[src/rtl/sscan_trig_pkg.sv]
`timescale 1ns/1ps
package sscan_trig_pkg;
  localparam int MODE_W = 3;

  typedef enum logic [MODE_W-1:0] {
    MD_OFF   = 3'd0,
    MD_SOFT  = 3'd1,
    MD_RISE  = 3'd2,
    MD_FALL  = 3'd3,
    MD_HIGH  = 3'd4,
    MD_LOW   = 3'd5
  } trigMode_e;

  // strobes from control to datapath
  typedef struct packed {
    logic ovrSet;
  } ctlStrobe_t;

  function automatic trigMode_e decodeMode(input logic [MODE_W-1:0] code);
    case (code)
      3'd1:    decodeMode = MD_SOFT;
      3'd2:    decodeMode = MD_RISE;
      3'd3:    decodeMode = MD_FALL;
      3'd4:    decodeMode = MD_HIGH;
      3'd5:    decodeMode = MD_LOW;
      default: decodeMode = MD_OFF;
    endcase
  endfunction
endpackage

[src/rtl/sscan_trig_dp.sv]
`timescale 1ns/1ps
module sscan_trig_dp
  import sscan_trig_pkg::*;
#(
  parameter int SYNC_STAGES = 2
) (
  input  logic       clk,
  input  logic       rst_n,
  input  logic       trigIn,
  input  logic       ovrClr,
  input  trigMode_e  modeQ,
  input  ctlStrobe_t strb,
  output logic       edgeHit,
  output logic       gateOpen,
  output logic       trigOverrun
);
  localparam int CHAIN = SYNC_STAGES + 1;

  logic [CHAIN-1:0] syncQ;
  logic             pinNow;
  logic             pinPrev;

  always_ff @(posedge clk or negedge rst_n) begin
    if (!rst_n) syncQ[0] <= 1'b0;
    else        syncQ[0] <= trigIn;
  end

  genvar gi;
  generate
    for (gi = 1; gi < CHAIN; gi++) begin : g_sync
      always_ff @(posedge clk or negedge rst_n) begin
        if (!rst_n) syncQ[gi] <= 1'b0;
        else        syncQ[gi] <= syncQ[gi-1];
      end
    end
  endgenerate

  assign pinNow  = syncQ[SYNC_STAGES-1];
  assign pinPrev = syncQ[SYNC_STAGES];

  always_comb begin
    edgeHit  = 1'b0;
    gateOpen = 1'b0;
    case (modeQ)
      MD_RISE: edgeHit  = pinNow & ~pinPrev;
      MD_FALL: edgeHit  = ~pinNow & pinPrev;
      MD_HIGH: gateOpen = pinNow;
      MD_LOW:  gateOpen = ~pinNow;
      default: ;
    endcase
  end

  always_ff @(posedge clk or negedge rst_n) begin
    if (!rst_n)           trigOverrun <= 1'b0;
    else if (strb.ovrSet) trigOverrun <= 1'b1;
    else if (ovrClr)      trigOverrun <= 1'b0;
  end

  p_ovr_set_r10: assert property (@(posedge clk) disable iff (!rst_n)
    strb.ovrSet |=> trigOverrun);
  p_ovr_sticky_r10: assert property (@(posedge clk) disable iff (!rst_n)
    (trigOverrun && !ovrClr) |=> trigOverrun);
endmodule

[src/rtl/sscan_trig_ctl.sv]
`timescale 1ns/1ps
module sscan_trig_ctl
  import sscan_trig_pkg::*;
(
  input  logic              clk,
  input  logic              rst_n,
  input  logic              cfgWrEn,
  input  logic [MODE_W-1:0] cfgMode,
  input  logic              cfgScanEn,
  input  logic              grant,
  input  logic              cmdEoq,
  input  logic              cmdPause,
  input  logic              edgeHit,
  input  logic              gateOpen,
  output trigMode_e         modeQ,
  output logic              scanStatus,
  output logic              xferReq,
  output ctlStrobe_t        strb
);
  trigMode_e modeNext;
  logic      scanQ, scanN;
  logic      trigdQ, trigdN;
  logic      consume;
  logic      isEdge, isGate;

  assign modeNext = cfgWrEn ? decodeMode(cfgMode) : modeQ;
  assign consume  = trigdQ & grant;
  assign isEdge   = (modeQ == MD_RISE) || (modeQ == MD_FALL);
  assign isGate   = (modeQ == MD_HIGH) || (modeQ == MD_LOW);

  always_comb begin
    scanN  = scanQ;
    trigdN = trigdQ;
    if (modeNext == MD_OFF) begin
      scanN  = 1'b0;
      trigdN = 1'b0;
    end else begin
      if (consume && cmdEoq) begin
        scanN  = 1'b0;
        trigdN = 1'b0;
      end else if (modeQ == MD_SOFT) begin
        if (scanQ) trigdN = 1'b1;
      end else if (isEdge) begin
        if (consume && cmdPause)    trigdN = 1'b0;
        else if (scanQ && edgeHit)  trigdN = 1'b1;
      end else if (isGate) begin
        if (trigdQ && !gateOpen) begin
          scanN  = 1'b0;
          trigdN = 1'b0;
        end else if (scanQ && gateOpen) begin
          trigdN = 1'b1;
        end
      end
      if (cfgWrEn && cfgScanEn && !scanQ) scanN = 1'b1;
    end
  end

  always_ff @(posedge clk or negedge rst_n) begin
    if (!rst_n) begin
      modeQ  <= MD_OFF;
      scanQ  <= 1'b0;
      trigdQ <= 1'b0;
    end else begin
      modeQ  <= modeNext;
      scanQ  <= scanN;
      trigdQ <= trigdN;
    end
  end

  assign scanStatus  = scanQ;
  assign xferReq     = trigdQ;
  assign strb.ovrSet = trigdQ & edgeHit;

  p_xfer_needs_scan_r2: assert property (@(posedge clk) disable iff (!rst_n)
    xferReq |-> scanStatus);
  p_off_holds_low_r3: assert property (@(posedge clk) disable iff (!rst_n)
    (modeQ == MD_OFF) |-> !scanStatus);
  p_eoq_stops_r6: assert property (@(posedge clk) disable iff (!rst_n)
    (xferReq && grant && cmdEoq) |=> !xferReq);
  p_soft_pause_r7: assert property (@(posedge clk) disable iff (!rst_n)
    (modeQ == MD_SOFT && xferReq && grant && cmdPause && !cmdEoq && !cfgWrEn)
      |=> xferReq);
  p_edge_pause_r9: assert property (@(posedge clk) disable iff (!rst_n)
    (isEdge && xferReq && grant && cmdPause && !cmdEoq && !cfgWrEn)
      |=> (scanStatus && !xferReq));
  p_gate_close_r12: assert property (@(posedge clk) disable iff (!rst_n)
    (isGate && xferReq && !gateOpen && !cfgWrEn) |=> !scanStatus);
endmodule

[src/rtl/sscan_trig_ctrl.sv]
`timescale 1ns/1ps
module sscan_trig_ctrl
  import sscan_trig_pkg::*;
#(
  parameter int SYNC_STAGES = 2
) (
  input  logic       clk,
  input  logic       rst_n,
  input  logic       cfgWrEn,
  input  logic [2:0] cfgMode,
  input  logic       cfgScanEn,
  input  logic       ovrClr,
  input  logic       trigIn,
  input  logic       grant,
  input  logic       cmdEoq,
  input  logic       cmdPause,
  output logic       xferReq,
  output logic       scanStatus,
  output logic       trigOverrun
);
  trigMode_e  modeQ;
  ctlStrobe_t strb;
  logic       edgeHit;
  logic       gateOpen;

  sscan_trig_ctl u_ctl (
    .clk        (clk),
    .rst_n      (rst_n),
    .cfgWrEn    (cfgWrEn),
    .cfgMode    (cfgMode),
    .cfgScanEn  (cfgScanEn),
    .grant      (grant),
    .cmdEoq     (cmdEoq),
    .cmdPause   (cmdPause),
    .edgeHit    (edgeHit),
    .gateOpen   (gateOpen),
    .modeQ      (modeQ),
    .scanStatus (scanStatus),
    .xferReq    (xferReq),
    .strb       (strb)
  );

  sscan_trig_dp #(.SYNC_STAGES(SYNC_STAGES)) u_dp (
    .clk         (clk),
    .rst_n       (rst_n),
    .trigIn      (trigIn),
    .ovrClr      (ovrClr),
    .modeQ       (modeQ),
    .strb        (strb),
    .edgeHit     (edgeHit),
    .gateOpen    (gateOpen),
    .trigOverrun (trigOverrun)
  );
endmodule

[config.mk]
export PLATFORM = sky130hd
export DESIGN_NAME = sscan_trig_ctrl
export DESIGN_NICKNAME = d
export VERILOG_FILES = /design/src/rtl/sscan_trig_pkg.sv /design/src/rtl/sscan_trig_dp.sv /design/src/rtl/sscan_trig_ctl.sv /design/src/rtl/sscan_trig_ctrl.sv
export SDC_FILE = /design/constraint.sdc
export NUM_CORES = 1
export LEC_CHECK = 0
export ABC_CLOCK_PERIOD_IN_PS = 1600
export BUFFER_PORTS_ARGS = -buffer_cell sky130_fd_sc_hd__buf_4
export CORE_AREA = 2 2 39 41
export CTS_BUF_LIST = sky130_fd_sc_hd__clkbuf_4
export DETAILED_ROUTE_END_ITERATION = 8
export DIE_AREA = 0 0 41 43
export HOLD_SLACK_MARGIN = 0.02
export SLEW_MARGIN = 25
export SYNTH_ARGS = -nofsm -noshare
export SYNTH_HDL_FRONTEND = slang
export SYNTH_SLANG_ARGS = --single-unit
[constraint.sdc]
create_clock -name clk -period 1.6 [get_ports clk]
set_input_delay 0.16 -clock clk [delete_from_list [all_inputs] [get_ports clk]]
set_output_delay 0.16 -clock clk [all_outputs]
set_load 0.02 [all_outputs]
==> impl_metrics.py, run 1 <==
metrics = {
    "clocking": {
        "cts-root-buf": "clkbuf_4",
        "clkTransAtPathRegs_ns": 0.07,
        "clkLatencyLatePin_ns": 0.26,
        "cts_inserted_buffers": 3,
        "cts-resized-gates": 0,
        "cts_tree": "done",
        "clock-sinks": 9,
        "cts_htree_levels": 1,
        "max-clock-path-buffers": 2,
    },
    "drt": {
        "drt_drc_violations_left": 0,
        "vias": 435,
        "drt_iter0_drc": 6,
        "avgViaCountPerCell": 5.118,
        "detail_route.wl_per_cell_um": 11.41,
        "ant_nets": 0,
        "finalWirelength_um": 970,
        "detailedRoute.firstPassIterationCount": 4,
    },
    "pwr": {
        "power_density_mw_per_mm2": 898.4,
        "power.ir.vdd_worst_v": 0.0003685,
        "power.leakage_nw": 0.2813,
    },
    "setup_path": {
        "worst-setup-path-type": "register to register",
        "timing.critical_path.slowest_cell_delay_ns": 0.47,
        "worst_path_cell_trace": "nand2b_1 > a21oi_1 > o221ai_1 > nor4_2",
        "worst_r2r_endpoint": "u_ctl.xferReq",
        "crit_path_end_kind": "register",
        "cp_slowest_cell": "dfrtp_1",
        "critical_path_arrival_ns": 1.46,
        "r2r.worst_path.cells": 4,
        "timing.critical_path.required_ns": 1.76,
        "ff2ff_setup_slack_ns": 0.30,
        "crit_path_start_kind": "register",
        "crit-reg2reg-launch": "u_ctl.modeQ[2]",
        "timing.critical_path.from": "u_ctl.modeQ[2]",
        "path_max_fanout": 10,
    },
    "synthesis": {
        "sequential_element_share_of_the_synthesized_area_pct": 45.11,
        "yosys.cell_types.count": 26,
        "syn_inst": 53,
        "postSynth.asyncResetShare_pct": 100.0,
        "post-synth-top-area-fraction_pct": 45.11,
        "mappedNetlistNets": 65,
        "yosysWarnings": 0,
        "synth.avg_cell_area_um2": 9.419,
        "synth-edff-count": 0,
        "syn-cell-area_um2": 499.2,
        "ys_top_cells_by_area": "dfrtp_1 45%, nand2b_1 5.0%, o21ai_0 5.0%, a21oi_1 3.0%, buf_2 3.0%",
        "synthDominantAreaCellType": "dfrtp_1",
        "synth_top_flop_cell": "dfrtp_1",
        "postSynthRegisterBits": 9,
    },
    "final_layout": {
        "fin_nets": 82,
        "leading_cell_type_in_the_layout_fill_and_taps_excluded": "buf_4",
        "sequential_cell_area_um2": 225.2,
        "num_antenna_cells": 0,
        "num-fill-cells": 144,
        "layout_common_cells": "14 x buf_4, 9 x dfrtp_1, 5 x o21ai_0",
        "synthToLayoutAreaGrowth_pct": 29.32,
        "drive_above_1_share_pct": 28.99,
        "multiInputGateArea_um2": 232.7,
    },
    "sta": {
        "timing.final.setup_violations": 0,
        "hold_viol": 0,
        "fin_tns_setup_ns": 0,
        "final_min_period_ns": 1.300,
        "slew_headroom_pct": 82.38,
        "report.final.slew_viol_count": 0,
        "clock_skew_ns": 0.003759,
        "worstMarginPinSlew_ns": 0.2643,
        "rsz0062_at_grt": "no",
        "final_min_period_over_clock_period_pct": 81.23,
        "holdWs_ns": 0.07759,
        "max_clock_freq_mhz": 769.4,
    },
    "status": {
        "outcome": "complete, no violations",
    },
    "min_path": {
        "min_to": "u_dp.trigOverrun",
        "worstHoldPathCells": 2,
        "timing.hold.worst.class": "primary input to register",
        "hp-start": "ovrClr",
    },
    "global_routing": {
        "grt_first_pass_wirelength_mm": 1.587,
        "grt_busiest_layer": "met2",
        "use_met1_pct": 18.06,
        "groute.layer.met3.usage_pct": 1.571,
        "track_usage_pct": 13.31,
        "grt_remaining_overflow": 0,
        "grt_max_degree": 11,
        "grtUsageMet2_pct": 19.38,
        "grt_pass1_vias": 361,
        "number_of_antenna_violations_at_the_first_check_in_global_routing": 0,
    },
    "floorplanning": {
        "die-width_um": 41,
        "fp.coreArea_mm2": 0.001384,
        "initial_core_util_pct": 36.08,
        "placementRows": 14,
        "design.portCount": 15,
        "die_height_um": 43,
        "fp.dieArea_mm2": 0.001763,
    },
    "placed_design": {
        "finalWeightedCongestion": 0.6862,
        "detailedPlacementHpwl_um": 712.9,
        "count_of_buffers_from_port_buffering": 14,
    },
    "run": {
        "max_cap_violations": 0,
    },
}
-- registers in the layout (all words and copies together) (netlist names) --
| register | cells |
|---|---|
| u_ctl.modeQ | 3 |
| u_ctl.scanStatus | 1 |
| u_ctl.xferReq | 1 |
| u_dp.pinNow | 1 |
| u_dp.pinPrev | 1 |
| u_dp.syncQ | 1 |
| u_dp.trigOverrun | 1 |
-- stage by stage --
step           utilization (%)  std cells  instance area, um^2  total power, mW  setup WS [ns]
3_5_place_dp             43.22         79                598.1           0.4010         0.3272
2_1_floorplan                -         53                499.2           0.3555         0.3370
3_3_place_gp             43.22         79                598.1           0.4002         0.3229
6_report                 46.65         85                645.6           0.5800         0.3003
4_1_cts                  46.65         85                645.6           0.5838         0.3027
5_1_grt                  46.65         85                645.6           0.6130         0.1815
-- synth_stat cells (all sizes together), types with 2 or more instances --
master and count:
dfrtp 9, nand3 3, nand3b 2, nand2 3
buf 4, a21oi 3, o21ai 5, nand2b 4
inv 4
-- kinds of logic (layout without fill, tap and decap cells) --
kind of cell | Yosys count | in the layout | share of synthesized area [%]
and+or+nand+nor | 16 | 16 | 18.79
buffers and inverters | 8 | 24 | 8.269
DFF | 9 | 9 | 45.11
AOI/OAI and AO/OA | 17 | 17 | 22.06
xor gates and xnor gates | 2 | 2 | 3.509
muxes | 1 | 1 | 2.255
-- cell type report --
| type | instances | share of cell area (%) |
|---|---|---|
| clock buffers | 3 | 3.488 |
| clock inverters | 1 | 0.7752 |
| inverters | 4 | 2.326 |
| multi-input cells | 36 | 36.05 |
| flip-flops and latches | 9 | 34.88 |
| well taps | 16 | 3.101 |
| repair buffers | 16 | 19.38 |
-- layer usage --
layer | routed length, um | vias to the layer above
met2 | 463 | 10
met5 | 0 | -
li1 | - | 220
met1 | 469 | 205
met4 | 0 | 0
met3 | 37 | 0
-- critical path, delay by kind of cell, from the launching register on --
family	cells	cell delay, ns
and+or+nand+nor	2	0.44
DFF	1	0.47
AOI/OAI and AO/OA	2	0.29
-- worst max-delay path by stage --
stage / slack, ns / cells past startpoint / endpoint
3_3_place_gp: 0.32 / 4 / u_ctl.xferReq
5_1_grt: 0.18 / 4 / u_ctl.xferReq
2_1_floorplan: 0.34 / 4 / u_ctl.xferReq
4_1_cts: 0.30 / 4 / u_ctl.xferReq
6_report: 0.30 / 4 / u_ctl.xferReq
3_5_place_dp: 0.33 / 4 / u_ctl.xferReq
-- power by group --
group	switching (mW)	total [mW]	internal, mW
combinational	0.0565	0.125	0.0681
sequential	0.0297	0.275	0.246
clock	0.0879	0.180	0.0922
total	0.174	0.580	0.406
-- what timing repair did --
action,CTS,global route
endpoints found under the hold margin,10,0
setup buffers,0,0
setup endpoints to repair,0,0
hold buffers,2,0
(Power assumes the default switching activity.)
==> run 2, diff against run 1 <==
Settings changed: ABC_CLOCK_PERIOD_IN_PS 1600 to 1070.
Clock period 1.6 ns to 1.07 ns, I/O delays scaled along.
==> impl_metrics.py, run 2 (synthesis gave the netlist of run 1 again) <==
metrics = {
    "placed_design": {
        "finalWeightedCongestion": 0.7572,
        "place_inst": 86,
        "placed_area_um2": 661.9,
        "pre_cts_slack_ns": -0.1907,
        "count_of_buffers_from_port_buffering": 14,
    },
    "pwr": {
        "clkPwrFrac_pct": 28.1,
        "netSwitchingPower_mw": 0.2821,
        "power.leakage_nw": 0.3362,
        "finalPower_mw": 0.9900,
        "seqPwrFrac_pct": 41.8,
        "internal-power_mw": 0.7079,
        "power_density_mw_per_mm2": 1238,
        "power.ir.vdd_worst_v": 0.0007734,
        "netSwitchingFraction_pct": 28.50,
        "power.combinational.fraction_pct": 30.1,
    },
    "floorplanning": {
        "design.portCount": 15,
        "fp.coreArea_mm2": 0.001384,
        "placementRows": 14,
        "initial_core_util_pct": 36.08,
        "die_height_um": 43,
        "fp.dieArea_mm2": 0.001763,
        "die-width_um": 41,
    },
    "sta": {
        "hold_viol": 0,
        "final_min_period_over_clock_period_pct": 112.3,
        "report.final.slew_viol_count": 0,
        "timing.final.setup_violations": 2,
        "clock_skew_ns": 0.006636,
        "max_clock_freq_mhz": 832.0,
        "slew_headroom_pct": 82.56,
        "final_critical_path_setup_slack_ns": -0.1319,
        "final_min_period_ns": 1.202,
        "holdWs_ns": 0.02217,
        "worstMarginPinSlew_ns": 0.2589,
        "rsz0062_at_grt": "yes",
        "fin_tns_setup_ns": -0.2136,
    },
    "setup_path": {
        "worst-setup-path-type": "register to register",
        "crit_path_end_kind": "register",
        "crit-reg2reg-launch": "u_ctl.modeQ[2]",
        "timing.critical_path.from": "u_ctl.modeQ[2]",
        "timing.critical_path.required_ns": 1.21,
        "crit_path_start_kind": "register",
        "path_max_fanout": 6,
        "critical_path_arrival_ns": 1.34,
        "timing.critical_path.slowest_cell_delay_ns": 0.44,
        "worst_path_cell_trace": "buf_6 > a211o_1 > a32oi_2 > nor4_2",
        "cp_slowest_cell": "dfrtp_2",
    },
    "drt": {
        "ant_nets": 0,
        "detail_route.wl_per_cell_um": 12.55,
        "drt_drc_violations_left": 0,
        "avgViaCountPerCell": 4.947,
        "detailedRoute.firstPassIterationCount": 4,
        "vias": 465,
        "finalWirelength_mm": 1.180,
        "drt_iter0_drc": 5,
    },
    "status": {
        "violations": "negative setup slack",
        "outcome": "finished with violations",
    },
    "final_layout": {
        "drive_above_1_share_pct": 55.13,
        "largest_reg_flops": 3,
        "final_area_um2": 799.5,
        "layout_common_cells": "18 x buf_4, 5 x buf_6, 5 x dfrtp_2",
        "synthToLayoutAreaGrowth_pct": 60.15,
        "num_antenna_cells": 0,
        "fin_nets": 91,
        "largest-register": "u_ctl.modeQ",
        "leading_cell_type_in_the_layout_fill_and_taps_excluded": "buf_4",
        "layout.cells.non_filler": 94,
        "multiInputGateArea_um2": 291.5,
        "num-fill-cells": 132,
        "sequential_cell_area_um2": 231.5,
        "utilization_pct": 57.78,
    },
    "clocking": {
        "cts_inserted_buffers": 3,
        "cts-root-buf": "clkbuf_4",
        "clkTransAtPathRegs_ns": 0.06,
        "cts_tree": "done",
        "cts_htree_levels": 1,
        "clock-sinks": 9,
        "max-clock-path-buffers": 2,
        "clkLatencyLatePin_ns": 0.26,
    },
    "global_routing": {
        "grt_max_degree": 10,
        "grt_pass1_vias": 448,
        "grt_first_pass_wirelength_mm": 1.835,
        "track_usage_pct": 16.06,
        "number_of_antenna_violations_at_the_first_check_in_global_routing": 0,
        "grt_remaining_overflow": 0,
    },
    "run": {
        "max_cap_violations": 0,
    },
    "min_path": {
        "hp-start": "ovrClr",
        "timing.hold.worst.class": "primary input to register",
    },
}
[run 2: cell count changes in the layout (fill, tap and decap cells not counted), sizes merged]
| cell | change |
|---|---|
| clkbuf | +1 |
| buf | +9 |
| clkinv | -1 |
[run 2: what timing repair did]
item | 4_1_cts | 5_1_grt
endpoints found under the setup margin | 3 | 4
cloned | 0 | 0
hold endpoints to repair | 10 | 0
hold buffers | 2 | 0
pin swaps | 6 | 5
gates resized for setup | 8 | 12
setup buffers | 2 | 0
[run 2: final timing paths]
kind                                    end  slack [ns]  cells after the start
max in group asynchronous    u_ctl.modeQ[1]        0.71                      2
max                           u_ctl.xferReq       -0.13                      4
min                        u_dp.trigOverrun        0.02                      2
max reg2reg                   u_ctl.xferReq       -0.13                      4
min reg2reg                     u_dp.pinNow        0.35                      0
min in group asynchronous  u_ctl.scanStatus        0.21                      2
[run 2: area by class of cell]
class                   instances  share of cell area, %
clock buffers                   4                  3.756
well taps                      16                  2.504
inverters                       4                  1.878
repair buffers                 25                  26.45
flip-flops and latches          9                  28.95
multi-input cells              36                  36.46
[run 2: critical path: cells and delay by family, from the launching register on]
kind,cells,cell delay [ns]
AOI/OAI and AO/OA,2,0.46
and+or+nand+nor,1,0.06
buffers and inverters,1,0.13
DFF,1,0.44
[run 2: per-layer routing]
metal,track usage (%),vias to the layer above,wire length [um]
met5,0,-,0
met2,23.75,9,593
met1,19.40,214,527
met3,3.141,2,39
met4,12.00,0,19
li1,-,240,-
[run 2: power groups by stage]
stage | clock network, mW | registers, mW | logic [mW]
floorplan | 0 | 0.409 | 0.132
global placement | 0 | 0.411 | 0.227
detailed placement | 0 | 0.413 | 0.230
CTS | 0.297 | 0.406 | 0.265
global route | 0.314 | 0.420 | 0.320
finish | 0.278 | 0.414 | 0.298
